File: src/rtl/twp_pkg.sv
package twp_pkg;
    localparam int DATA_W  = 32;
    localparam int LINES   = 2;
    localparam int CLK_BIT = 0;
    localparam int DAT_BIT = 1;

    typedef struct packed {
        logic [LINES-1:0]  lat;
        logic              cap;
        logic [DATA_W-1:0] rdata;
    } twp_state_t;
endpackage

File: src/rtl/twp_sync.sv
module twp_sync #(
    parameter int STAGES = 2
) (
    input  logic clk,
    input  logic rst_n,
    input  logic d,
    output logic q
);
    logic [STAGES-1:0] s_d, s_q;

    assign s_d[0] = d;
    for (genvar i = 1; i < STAGES; i++) begin : g_chain
        assign s_d[i] = s_q[i-1];
    end

    always_ff @(posedge clk) begin
        if (!rst_n) s_q <= '1;
        else        s_q <= s_d;
    end

    assign q = s_q[STAGES-1];
endmodule

File: src/rtl/twp_regs.sv
module twp_regs
    import twp_pkg::*;
#(
    parameter int               ADDR_W  = 12,
    parameter logic [ADDR_W-1:0] SET_OFS = 'h0,
    parameter logic [ADDR_W-1:0] CLR_OFS = 'h4
) (
    input  logic              clk,
    input  logic              rst_n,
    input  logic [ADDR_W-1:0] addr,
    input  logic              wr,
    input  logic [DATA_W-1:0] wdata,
    input  logic              rd,
    input  logic              sda_sync,
    output logic [DATA_W-1:0] rdata,
    output logic [LINES-1:0]  lat
);
    twp_state_t st_d, st_q;
    logic hit_set, hit_clr;

    assign hit_set = (addr == SET_OFS);
    assign hit_clr = (addr == CLR_OFS);

    always_comb begin
        st_d = st_q;
        if (wr) begin
            st_d.cap = sda_sync;
            if (hit_set)      st_d.lat = st_q.lat | wdata[LINES-1:0];
            else if (hit_clr) st_d.lat = st_q.lat & ~wdata[LINES-1:0];
        end
        if (rd) begin
            if (hit_set) begin
                st_d.rdata          = '0;
                st_d.rdata[CLK_BIT] = st_q.lat[CLK_BIT];
                st_d.rdata[DAT_BIT] = st_q.cap;
            end else begin
                st_d.rdata = '1;
            end
        end
    end

    always_ff @(posedge clk) begin
        if (!rst_n) begin
            st_q.lat   <= '1;
            st_q.cap   <= 1'b0;
            st_q.rdata <= '0;
        end else begin
            st_q <= st_d;
        end
    end

    assign rdata = st_q.rdata;
    assign lat   = st_q.lat;

    p_set_r2: assert property (@(posedge clk) disable iff (!rst_n)
        (wr && hit_set) |=> ((lat & $past(wdata[LINES-1:0])) == $past(wdata[LINES-1:0])));

    p_clr_r3: assert property (@(posedge clk) disable iff (!rst_n)
        (wr && hit_clr) |=> ((lat & $past(wdata[LINES-1:0])) == '0));

    p_rd_fields_r4: assert property (@(posedge clk) disable iff (!rst_n)
        (rd && hit_set) |=> (rdata[DATA_W-1:LINES] == '0 && rdata[CLK_BIT] == $past(lat[CLK_BIT])));

    p_unmapped_rd_r5: assert property (@(posedge clk) disable iff (!rst_n)
        (rd && !hit_set) |=> (rdata == '1));

    p_unmapped_wr_r6: assert property (@(posedge clk) disable iff (!rst_n)
        (wr && !hit_set && !hit_clr) |=> $stable(lat));

    p_cap_hold_r8: assert property (@(posedge clk) disable iff (!rst_n)
        !wr |=> $stable(st_q.cap));
endmodule

File: src/rtl/twp_port.sv
module twp_port
    import twp_pkg::*;
#(
    parameter int ADDR_W      = 12,
    parameter int SYNC_STAGES = 2
) (
    input  logic              clk,
    input  logic              rst_n,
    input  logic [ADDR_W-1:0] bus_addr,
    input  logic              bus_wr,
    input  logic [DATA_W-1:0] bus_wdata,
    input  logic              bus_rd,
    output logic [DATA_W-1:0] bus_rdata,
    output logic              clk_line_pd,
    output logic              dat_line_pd,
    input  logic              dat_line_in
);
    logic             dat_sync;
    logic [LINES-1:0] lat;

    twp_sync #(.STAGES(SYNC_STAGES)) u_sync (
        .clk   (clk),
        .rst_n (rst_n),
        .d     (dat_line_in),
        .q     (dat_sync)
    );

    twp_regs #(.ADDR_W(ADDR_W)) u_regs (
        .clk      (clk),
        .rst_n    (rst_n),
        .addr     (bus_addr),
        .wr       (bus_wr),
        .wdata    (bus_wdata),
        .rd       (bus_rd),
        .sda_sync (dat_sync),
        .rdata    (bus_rdata),
        .lat      (lat)
    );

    assign clk_line_pd = ~lat[CLK_BIT];
    assign dat_line_pd = ~lat[DAT_BIT];

    p_wr_release_r2: assert property (@(posedge clk) disable iff (!rst_n)
        (bus_wr && bus_addr == '0 && bus_wdata[CLK_BIT]) |=> !clk_line_pd);
endmodule

File: config.mk
export PLATFORM = sky130hd
export DESIGN_NAME = twp_port
export DESIGN_NICKNAME = d
export VERILOG_FILES = /design/src/rtl/twp_pkg.sv /design/src/rtl/twp_sync.sv /design/src/rtl/twp_regs.sv /design/src/rtl/twp_port.sv
export SDC_FILE = /design/constraint.sdc
export NUM_CORES = 1
export LEC_CHECK = 0
export BUFFER_PORTS_ARGS = -buffer_cell sky130_fd_sc_hd__buf_2
export CORE_AREA = 2 2 49 51
export DETAILED_ROUTE_END_ITERATION = 10
export DIE_AREA = 0 0 51 53
export HOLD_SLACK_MARGIN = 0.02
export PLACE_DENSITY_LB_ADDON = 0.2
export REMOVE_ABC_BUFFERS = 1
export SLEW_MARGIN = 20
export SYNTH_ARGS = -nofsm -noshare
export SYNTH_HDL_FRONTEND = slang
export SYNTH_SLANG_ARGS = --single-unit
File: constraint.sdc
create_clock -name clk -period 1.5 [get_ports clk]
set_input_delay 0.075 -clock clk [delete_from_list [all_inputs] [get_ports clk]]
set_output_delay 0.075 -clock clk [all_outputs]
set_load 0.01 [all_outputs]
==> metrics <==
Clock Power Share 29.0%; Tcrit/Tclk final 67.68%; ant diodes 0; power per standard cell area 769.3 nW/um^2; first-pass GRT wire length 1.359 mm; final setup vio count 0; Internal 0.3868 mW; Die Ht 53 microns; synthesized area 610.6 sq um; 1st-pass router iterations 3; post-synth top area cell buf_4; post-CTS sizing 0; Worst VDD drop 0.2855 mV; Reg-to-Reg End u_regs.rdata[30]; Rel. slew slack 82.66%; GP Congestion 0.6682; switch share 28.74%; fillers 229; final worst path period need 1.015 ns; WS Path Type reg -> out; # DRC 0; GRT overflow 0; Cell variety after synth 15; IO Count 83; combinational power share 29.3%; drt wl/cell 8.898 microns; Worst-Skew Late Latency 0.24 ns; area of the die 2703 sq um; Mapped Avg Cell Area 9.394 sq um; total core area 2148 sq um; Slew Limit Fails 0; Post-synth top flop dfxtp_1; gr usage total 7.087%; share of the synthesized area in the top cell type 39.34%; Place WS 0.4598 ns; vias in the first global route 327; vias per std cell 4.076; Critical-path top delay cell dfxtp_1; starting density of the core 28.42%; largest net degree at the start of global routing 32; synth top area cells buf_4 39%, dfxtp_1 26%, nor4_4 7.0%; Static Leak 0.4032 nW; Psw 0.1560 mW; hold path depth 2; #FFs+latches synth 8; Worst EP required 1.42 ns; CTS Sinks 8; Worst R2R Start u_regs.rdata[30]; setup ws final 0.4848 ns; status complete, no violations; H-Tree Depth 1; crit path launch type flop; CTS max path bufs 2; Std-Cell Rows 17; RSZ-0062 raised after global routing false; Worst-path clk slew 0.05 ns; hold slack 0.07546 ns; Fmax achieved 985.0 MHz; Num CTS Buffers 3; Routed Antenna Nets 0; vias 481; Post-synth ARST share 0%; CP Data Arrival Time 0.94 ns; Reg2Reg Depth 3; worst hold path type in -> reg; antenna violations before repair 0; Routed WL 1.050 mm; worst hold endpoint u_sync.s_q[0]; CP Cell Sequence buf_4 > buf_2; critical path fanouts, max 31; sequential element share of the synthesized area 26.23%; Ys Warns 0; Post-Synthesis Cells 65; Worst-Margin Slew 0.2579 ns; Starting DRT DRC Count 3; Hold Path Origin rst_n; Hold Vio Cnt, Final 0; CTS tree done; sequential power share 41.7%; Port Buffers 52; synth cell count leaders 32 x buf_4, 8 x dfxtp_1, 4 x nor2b_1; total negative slack 0 ns; CP max stage delay 0.30 ns; most common cell in the netlist buf_4; width of the die 51 microns; clock skew 0.0001637 ns; CP endpoint kind primary output; reg2reg setup slack 0.68 ns; Layout area overhead 15.57%; Post-synth EDFFs 0; nets 141; Max Cap Viol 0; share of cells above drive strength 1 66.67%; Root Driver clkbuf_4
## how the worst max path moves through the flow
| stage | start | endpoint | slack [ns] | cells after the start |
|---|---|---|---|---|
| after CTS | u_regs.rdata[30] | bus_rdata[3] | 0.46 | 2 |
| after detailed placement | bus_addr[1] | u_regs.rdata[1] | 0.46 | 4 |
| after global placement | bus_addr[1] | u_regs.rdata[0] | 0.44 | 4 |
| after floorplan | u_regs.rdata[30] | u_regs.rdata[30] | -1.08 | 2 |
| final | u_regs.rdata[30] | bus_rdata[3] | 0.48 | 2 |
| after global routing | u_regs.rdata[30] | bus_rdata[19] | 0.43 | 2 |
## repair_timing
| item | in CTS | in global routing |
|---|---|---|
| buffers inserted | 0 | 0 |
| endpoints found under the hold margin | 1 | 0 |
| hold buffers | 1 | 0 |
## worst max-delay path: cells and delay by family, from the launching register on
family | cells | cell delay [ns]
DFF | 1 | 0.30
buffers and inverters | 2 | 0.39
## placed cells by master (no fill, tap or decap), drive strengths merged
master / instances
a21oi: 2
dfxtp: 8
o21ai: 2
inv: 3
nor4: 3
nand2b: 2
nand4: 2
buf: 53
nor4b: 1
mux2i: 3
dlygate4sd3: 1
nor2b: 4
and4: 1
nor2: 1
clkbuf: 3
nor3b: 1
## power by group through the flow
stage	combinational [mW]	clock, mW	sequential, mW
2_1_floorplan	0.0196	0	0.275
3_3_place_gp	0.159	0	0.231
3_5_place_dp	0.159	0	0.231
4_1_cts	0.162	0.170	0.226
5_1_grt	0.171	0.177	0.227
6_report	0.159	0.157	0.226
## per-stage QoR
stage          instances  cell area, sq um  power (mW)  util [%]
2_1_floorplan         33             370.4      0.2948         -
3_3_place_gp         114             673.1      0.3893     31.33
3_5_place_dp         114             673.1      0.3902     31.33
4_1_cts              118             705.7      0.5583     32.85
5_1_grt              118             705.7      0.5755     32.85
6_report             118             705.7      0.5429     32.85
## layer usage
layer / global-route usage (%) / up-vias / routed length (microns)
met5: 0 / - / 0
met4: 8.108 / 0 / 17
met3: 1.695 / 2 / 232
met2: 12.34 / 49 / 425
met1: 6.325 / 196 / 374
li1: - / 234 / -
## cell type report
class,count,area (sq um),share of cell area [%]
Clock buffer,3,22.52,3.191
Sequential cell,8,160.2,22.70
Timing Repair Buffer,54,277.8,39.36
Tap cell,28,35.03,4.965
Multi-Input combinational cell,22,198.9,28.19
Inverter,3,11.26,1.596
## logic make-up after synthesis
family                 Yosys count  synth area share, %
buffers and inverters           35                41.19
and+or+nand+nor                 15                24.38
DFF                              8                26.23
AOI/OAI and AO/OA                4                3.279
muxes                            3                4.918
(Power assumes the default switching activity.)
